--- src/rtl/rxq_pkg.sv ---
// Shared types for the receive channel.
// Assumes an entry carries one byte plus three error tags.
package rxq_pkg;

    typedef enum logic [2:0] {
        ST_IDLE,
        ST_START,
        ST_DATA,
        ST_PAR,
        ST_STOP,
        ST_HOLD
    } rx_state_t;

    typedef struct packed {
        logic       brk;
        logic       ferr;
        logic       perr;
        logic [7:0] data;
    } rx_entry_t;

    // Map the RTS threshold code to a fill level.
    function automatic int unsigned rts_limit(input logic [1:0] code);
        case (code)
            2'd0:    return 1;
            2'd1:    return 4;
            2'd2:    return 8;
            default: return 14;
        endcase
    endfunction

endpackage

--- src/rtl/rxq_sampler.sv ---
// Frame receiver: synchronises the line and walks start, data, parity and
// stop bits on the oversampling enable. It emits one entry per frame.
// Assumes the configuration inputs stay steady while a frame is in flight.
module rxq_sampler
    import rxq_pkg::*;
#(
    parameter int OSR = 16
) (
    input  logic      clk,
    input  logic      rst_n,
    input  logic      tick16,
    input  logic      rx_in,
    input  logic [1:0] cfg_len,
    input  logic      cfg_par_en,
    input  logic      cfg_par_odd,
    output logic      char_valid,
    output rx_entry_t char_ent
);
    localparam int CNT_W = $clog2(OSR);
    localparam logic [CNT_W-1:0] MID  = CNT_W'(OSR / 2 - 1);
    localparam logic [CNT_W-1:0] LAST = CNT_W'(OSR - 1);

    rx_state_t        st;
    logic [CNT_W-1:0] cnt;
    logic [2:0]       bitn;
    logic [7:0]       shreg;
    logic             pbit;
    logic [1:0]       sync;
    logic             rx_s;
    logic [7:0]       data_j;
    logic             is_brk;

    assign rx_s = sync[1];

    // Two-flop synchroniser for the asynchronous line.
    always_ff @(posedge clk) begin
        if (!rst_n) sync <= 2'b11;
        else        sync <= {sync[0], rx_in};
    end

    // Right-justify the shifted data according to the width code.
    always_comb begin
        case (cfg_len)
            2'd0:    data_j = shreg >> 3;
            2'd1:    data_j = shreg >> 2;
            2'd2:    data_j = shreg >> 1;
            default: data_j = shreg;
        endcase
        is_brk = (data_j == 8'd0) && !(cfg_par_en && pbit) && !rx_s;
    end

    // Frame state machine, advanced only on enable pulses.
    always_ff @(posedge clk) begin
        if (!rst_n) begin
            st         <= ST_IDLE;
            cnt        <= '0;
            bitn       <= '0;
            shreg      <= '0;
            pbit       <= 1'b0;
            char_valid <= 1'b0;
            char_ent   <= '0;
        end else begin
            char_valid <= 1'b0;
            if (tick16) begin
                case (st)
                    ST_IDLE: if (!rx_s) begin
                        st    <= ST_START;
                        cnt   <= '0;
                        shreg <= '0;
                        pbit  <= 1'b0;
                    end
                    ST_START: begin
                        if (cnt == MID) begin
                            cnt  <= '0;
                            bitn <= '0;
                            st   <= rx_s ? ST_IDLE : ST_DATA;
                        end else cnt <= cnt + 1'b1;
                    end
                    ST_DATA: begin
                        if (cnt == LAST) begin
                            cnt   <= '0;
                            shreg <= {rx_s, shreg[7:1]};
                            if (bitn == 3'(4 + cfg_len))
                                st <= cfg_par_en ? ST_PAR : ST_STOP;
                            else
                                bitn <= bitn + 1'b1;
                        end else cnt <= cnt + 1'b1;
                    end
                    ST_PAR: begin
                        if (cnt == LAST) begin
                            cnt  <= '0;
                            pbit <= rx_s;
                            st   <= ST_STOP;
                        end else cnt <= cnt + 1'b1;
                    end
                    ST_STOP: begin
                        if (cnt == LAST) begin
                            cnt           <= '0;
                            char_valid    <= 1'b1;
                            char_ent.data <= data_j;
                            char_ent.brk  <= is_brk;
                            char_ent.ferr <= !rx_s;
                            char_ent.perr <= cfg_par_en && !is_brk &&
                                             ((^data_j) ^ pbit ^ cfg_par_odd);
                            st            <= rx_s ? ST_IDLE : ST_HOLD;
                        end else cnt <= cnt + 1'b1;
                    end
                    ST_HOLD: if (rx_s) st <= ST_IDLE;
                    default: st <= ST_IDLE;
                endcase
            end
        end
    end

endmodule

--- src/rtl/rxq_fifo.sv ---
// Show-ahead queue of tagged entries with an explicit fill count.
// Assumes the caller never pushes when full or pops when empty.
module rxq_fifo
    import rxq_pkg::*;
#(
    parameter int DEPTH = 16
) (
    input  logic                       clk,
    input  logic                       rst_n,
    input  logic                       push,
    input  rx_entry_t                  push_ent,
    input  logic                       pop,
    output rx_entry_t                  head_ent,
    output logic [$clog2(DEPTH+1)-1:0] level
);
    localparam int PTR_W = $clog2(DEPTH);
    localparam int LVL_W = $clog2(DEPTH + 1);

    rx_entry_t        mem [DEPTH];
    logic [PTR_W-1:0] wr_ptr;
    logic [PTR_W-1:0] rd_ptr;

    assign head_ent = mem[rd_ptr];

    // Entry storage, written at the tail.
    always_ff @(posedge clk) begin
        if (push) mem[wr_ptr] <= push_ent;
    end

    // Pointer and count upkeep.
    always_ff @(posedge clk) begin
        if (!rst_n) begin
            wr_ptr <= '0;
            rd_ptr <= '0;
            level  <= '0;
        end else begin
            if (push) wr_ptr <= (wr_ptr == PTR_W'(DEPTH - 1)) ? '0 : wr_ptr + 1'b1;
            if (pop)  rd_ptr <= (rd_ptr == PTR_W'(DEPTH - 1)) ? '0 : rd_ptr + 1'b1;
            if (push && !pop)      level <= level + 1'b1;
            else if (pop && !push) level <= level - LVL_W'(1);
        end
    end

endmodule

--- src/rtl/rxq_flow.sv ---
// Admission and flow control: gates pushes on a full queue, keeps the
// sticky overrun flag and drives RTS from the fill threshold.
module rxq_flow
    import rxq_pkg::*;
#(
    parameter int DEPTH = 16
) (
    input  logic                       clk,
    input  logic                       rst_n,
    input  logic                       char_valid,
    input  logic [$clog2(DEPTH+1)-1:0] level,
    input  logic                       stat_rd,
    input  logic                       cfg_auto_rts,
    input  logic [1:0]                 cfg_rts_lvl,
    output logic                       push,
    output logic                       overrun,
    output logic                       rts_o
);
    logic full;

    // Admission and threshold decode.
    always_comb begin
        full  = (32'(level) == DEPTH);
        push  = char_valid && !full;
        rts_o = !cfg_auto_rts || (32'(level) < rts_limit(cfg_rts_lvl));
    end

    // Sticky overrun: set wins over a same-cycle clear.
    always_ff @(posedge clk) begin
        if (!rst_n)                  overrun <= 1'b0;
        else if (char_valid && full) overrun <= 1'b1;
        else if (stat_rd)            overrun <= 1'b0;
    end

endmodule

--- src/rtl/rxq_channel.sv ---
// Receive channel top: frame receiver, tagged queue and flow control.
// Assumes tick16 is a one-cycle pulse at 16x the bit rate.
module rxq_channel
    import rxq_pkg::*;
#(
    parameter int DEPTH = 16,
    parameter int OSR   = 16
) (
    input  logic       clk,
    input  logic       rst_n,
    input  logic       tick16,
    input  logic       rx_in,
    input  logic [1:0] cfg_len,
    input  logic       cfg_par_en,
    input  logic       cfg_par_odd,
    input  logic       cfg_auto_rts,
    input  logic [1:0] cfg_rts_lvl,
    input  logic       rd_en,
    input  logic       stat_rd,
    output logic [7:0] rd_data,
    output logic       rd_perr,
    output logic       rd_ferr,
    output logic       rd_brk,
    output logic       rx_avail,
    output logic [$clog2(DEPTH+1)-1:0] rx_level,
    output logic       rx_overrun,
    output logic       rts_o
);
    rx_entry_t char_ent;
    rx_entry_t head_ent;
    logic      char_valid;
    logic      push;
    logic      pop;

    // Output decode of the head entry and the pop guard.
    always_comb begin
        rx_avail = (rx_level != '0);
        pop      = rd_en && rx_avail;
        rd_data  = head_ent.data;
        rd_perr  = head_ent.perr;
        rd_ferr  = head_ent.ferr;
        rd_brk   = head_ent.brk;
    end

    rxq_sampler #(.OSR(OSR)) u_smp (
        .clk(clk), .rst_n(rst_n), .tick16(tick16), .rx_in(rx_in),
        .cfg_len(cfg_len), .cfg_par_en(cfg_par_en), .cfg_par_odd(cfg_par_odd),
        .char_valid(char_valid), .char_ent(char_ent)
    );

    rxq_fifo #(.DEPTH(DEPTH)) u_fifo (
        .clk(clk), .rst_n(rst_n), .push(push), .push_ent(char_ent),
        .pop(pop), .head_ent(head_ent), .level(rx_level)
    );

    rxq_flow #(.DEPTH(DEPTH)) u_flow (
        .clk(clk), .rst_n(rst_n), .char_valid(char_valid), .level(rx_level),
        .stat_rd(stat_rd), .cfg_auto_rts(cfg_auto_rts), .cfg_rts_lvl(cfg_rts_lvl),
        .push(push), .overrun(rx_overrun), .rts_o(rts_o)
    );

endmodule

--- config.mk ---
export PLATFORM = sky130hd
export DESIGN_NAME = rxq_channel
export DESIGN_NICKNAME = d
export VERILOG_FILES = /design/src/rtl/rxq_pkg.sv /design/src/rtl/rxq_sampler.sv /design/src/rtl/rxq_fifo.sv /design/src/rtl/rxq_flow.sv /design/src/rtl/rxq_channel.sv
export SDC_FILE = /design/constraint.sdc
export NUM_CORES = 1
export LEC_CHECK = 0
export BUFFER_PORTS_ARGS = -buffer_cell sky130_fd_sc_hd__buf_4
export CAP_MARGIN = 20
export CORE_UTILIZATION = 40
export CTS_BUF_LIST = sky130_fd_sc_hd__clkbuf_4 sky130_fd_sc_hd__clkbuf_8
export DETAILED_ROUTE_END_ITERATION = 16
export HOLD_SLACK_MARGIN = 0.15
export PLACE_DENSITY = 0.55
export SLEW_MARGIN = 40
export SYNTH_ARGS = -nofsm -noshare
export SYNTH_HDL_FRONTEND = slang
export SYNTH_SLANG_ARGS = --single-unit
export TNS_END_PERCENT = 20
--- constraint.sdc ---
create_clock -name clk -period 6.1 [get_ports clk]
set_clock_uncertainty 0.2 [all_clocks]
set_input_delay 0.61 -clock clk [delete_from_list [all_inputs] [get_ports clk]]
set_output_delay 0.61 -clock clk [all_outputs]
set_load 0.02 [all_outputs]
==> out/results.tsv <==
stage	metric	value	unit
outcome	outcome	completed	
routing	wire per inst	19.7	um
layout	most frequent cells in the layout	edfxtp_1 (176), mux4_2 (55), dfxtp_1 (48)	
global_routing	first-pass GRT wire length	30600	um
layout	cell area after layout	10800	um2
logic_synthesis	Distinct cells, synth	54	
power_and_ir_drop	Internal Power	2.41	mW
logic_synthesis	register area share after synthesis	0.669	
routing	DRT Pass-1 Iters	4	
run	max cap viols	0	
logic_synthesis	Synth Warn #	0	
power_and_ir_drop	pwr dens	283	nW/um2
power_and_ir_drop	combinational power share	0.023	
setup_path	Critical Path Start Type	register	
logic_synthesis	Post-Syn Instances	596	
setup_path	critical path capture point type	output pin	
min_path	worst min path class	input pin to register	
clock_tree	Num CTS Buffers	40	
logic_synthesis	Most used DFF post-synth	edfxtp_1	
floorplan	row count	55	
layout	layout cells sized above 1	0.273	
layout	Syn-to-layout area delta	14.8	%
logic_synthesis	share of synthesized registers carrying an async set or reset	0	
timing	Worst Tran Pin Value	767	ps
clock_tree	CTS tree	built	
setup_path	CP Class	register to output pin	
global_routing	vias in the first global route	5419	
routing	Vias	5259	
global_routing	initial antenna violation count	0	
clock_tree	Clock Latency Late Sink	530	ps
logic_synthesis	Post-synth EDFFs	176	
clock_tree	Setup Fix Bufs, Post-CTS	0	
power_and_ir_drop	Peak VDD IR	0.123	mV
routing	Antenna Nets Post-Route	0	
floorplan	Die Width	156	um
global_routing	Remaining Overflow, GRT	0	
power_and_ir_drop	Reg power frac	0.541	
power_and_ir_drop	part of the power in the clock network	0.436	
clock_tree	clock sink total	227	
clock_tree	quantity of gates resized following cts	0	
timing	minimum clock period	3780	ps
timing	fmax	264	MHz
floorplan	# IOs	32	
clock_tree	Worst-path clk slew	60	ps
clock_tree	H-tree Lvls	2	
logic_synthesis	Syn Nets	628	
logic_synthesis	Post-Syn Area	9430	um2
routing	detailed-route wire length	19700	um
layout	n_diodes	0	
place	RePlAce Congestion	0.776	
floorplan	effective utilization at floorplan	0.413	
layout	most common cell after layout, fill and taps aside	edfxtp_1	
routing	vias per cell	5.26	
global_routing	GRT Resource Usage Total	0.170	
place	input/output buffers	31	
logic_synthesis	Synth Register Bits	227	
setup_path	Critical Path RT	5290	ps
power_and_ir_drop	Sw Share	0.214	
routing	initial DRC count	333	
layout	final-stage net count	687	
global_routing	largest net degree at the start of global routing	45	
timing	Rel. slew slack	0.488	
place	detailed placement HPWL	12600	um
setup_path	CP max FO	26	
place	placed insts	923	
clock_tree	root buf cell	clkbuf_8	
setup_path	Worst Path Arrival	2970	ps
routing	Residual DRC	0	
logic_synthesis	Syn Area/Cell	15.8	um2
place	dpl cell area	10000	um2
timing	Fin. Hold Viols	0	
timing	final count of pins violating max slew	0	
power_and_ir_drop	Leak	3.77	nW
clock_tree	clk buf depth	3	
timing	final worst path period share	0.620	
floorplan	Die Span Y	156	um
floorplan	Placeable Area	22800	um2
floorplan	DIE AREA	24200	um2
power_and_ir_drop	Switch Pwr	0.657	mW
timing	Final setup viols	0	
timing	minimum hold slack	203	ps
timing	RSZ-0062 raised after global routing	no	
layout	Post-Layout Cell Count	999	
timing	setup TNS	0	ps
## power by group through the flow
stage / sequential, mW / clock, mW / combinational (mW)
5_1_grt: 1.66 / 1.44 / 0.0797
3_5_place_dp: 1.69 / 0 / 0.0694
6_report: 1.66 / 1.34 / 0.0715
2_1_floorplan: 1.68 / 0 / 0.0585
3_3_place_gp: 1.69 / 0 / 0.0678
4_1_cts: 1.66 / 1.37 / 0.0716
## layer usage
layer / share of wire / routed length (um) / track usage / vias up
li1: - / - / - / 2430
met1: 0.44 / 8740 / 0.235 / 2666
met2: 0.47 / 9290 / 0.262 / 131
met3: 0.057 / 1130 / 0.0337 / 32
met4: 0.028 / 546 / 0.0700 / 0
met5: 0 / 0 / 0 / -
## Yosys cell counts, types with 3 or more instances
master	n	area, um2
a21oi_1	37	185
a31oi_1	3	18.8
and3_1	4	25.0
buf_1	7	26.3
buf_2	5	25.0
buf_6	3	33.8
clkbuf_1	10	37.5
dfxtp_1	51	1020
edfxtp_1	176	5290
ha_1	18	225
inv_1	15	56.3
mux2_2	3	33.8
mux2i_1	11	110
mux4_2	55	1240
nand2_1	43	161
nand2b_1	8	50.1
nand3_1	14	70.1
nand4_1	3	18.8
nor2_1	48	180
nor2b_1	4	25.0
nor3_1	7	35.0
o21a_1	8	60.1
o21ai_0	9	45.0
o21ai_1	3	15.0
or3_1	4	25.0
xnor2_1	8	70.1
xor2_1	4	35.0
## what timing repair did
item,CTS,global route
endpoints found under the setup margin,0,0
endpoints found under the hold margin,2,0
hold buffers,3,0
## per-stage QoR
step	setup WS (ps)	power, mW	util
after floorplan	3100	1.74	-
after global placement	2460	1.76	0.438
after detailed placement	2790	1.76	0.439
after CTS	2210	3.10	0.474
after global routing	2110	3.18	0.474
final	2320	3.07	0.474
## final cells by class
| type | instances | area (um2) |
|---|---|---|
| tap | 313 | 392 |
| timing repair buffer | 46 | 353 |
| inverter | 16 | 60.1 |
| clock buffer | 56 | 683 |
| fill | 2002 | 12000 |
| clock inverter | 17 | 90.1 |
| sequential | 227 | 6310 |
| multi-input combinational | 324 | 2940 |
## sequential cells by signal (all words and copies together), names as in the netlist, named ones only
name / count
u_fifo.level: 5
u_flow.overrun: 1
u_smp.bitn: 3
u_smp.shreg: 8
u_fifo.rd_ptr: 4
u_fifo.wr_ptr: 4
u_smp.st: 3
u_fifo.mem: 176
u_smp.pbit: 1
u_smp.cnt: 4
u_smp.sync: 2
u_smp.char_ent: 11
u_smp.char_valid: 1
## worst max-delay path, cell delays in order, from the launching register on
cell     delay [ps]
dfxtp_4         720
buf_4           460
mux4_2          580
mux4_2          490
buf_4           170
## final timing paths
kind / from / endpoint / slack (ps) / cells past startpoint
worst max-delay path: register / rd_data[0] / 2320 / 4
worst min-delay path: cfg_par_en / u_smp.char_ent[8] / 200 / 3
worst max register to register: u_fifo.level[0] / u_fifo.level[4] / 2840 / 11
worst min register to register: u_smp.sync[0] / u_smp.sync[1] / 210 / 1
## cell families (layout without fill, tap and decap cells)
kind of cell    after synthesis  count (layout)  share of synthesized area
simple gates                148             148                     0.0742
compound gates               76              76                     0.0491
xor+xnor                     12              12                     0.0111
flops                       227             227                      0.669
fa+ha+maj                    19              19                     0.0260
buf+inv                      45             135                     0.0239
mux                          69              69                      0.147
Power figures use the tool's default switching activity.
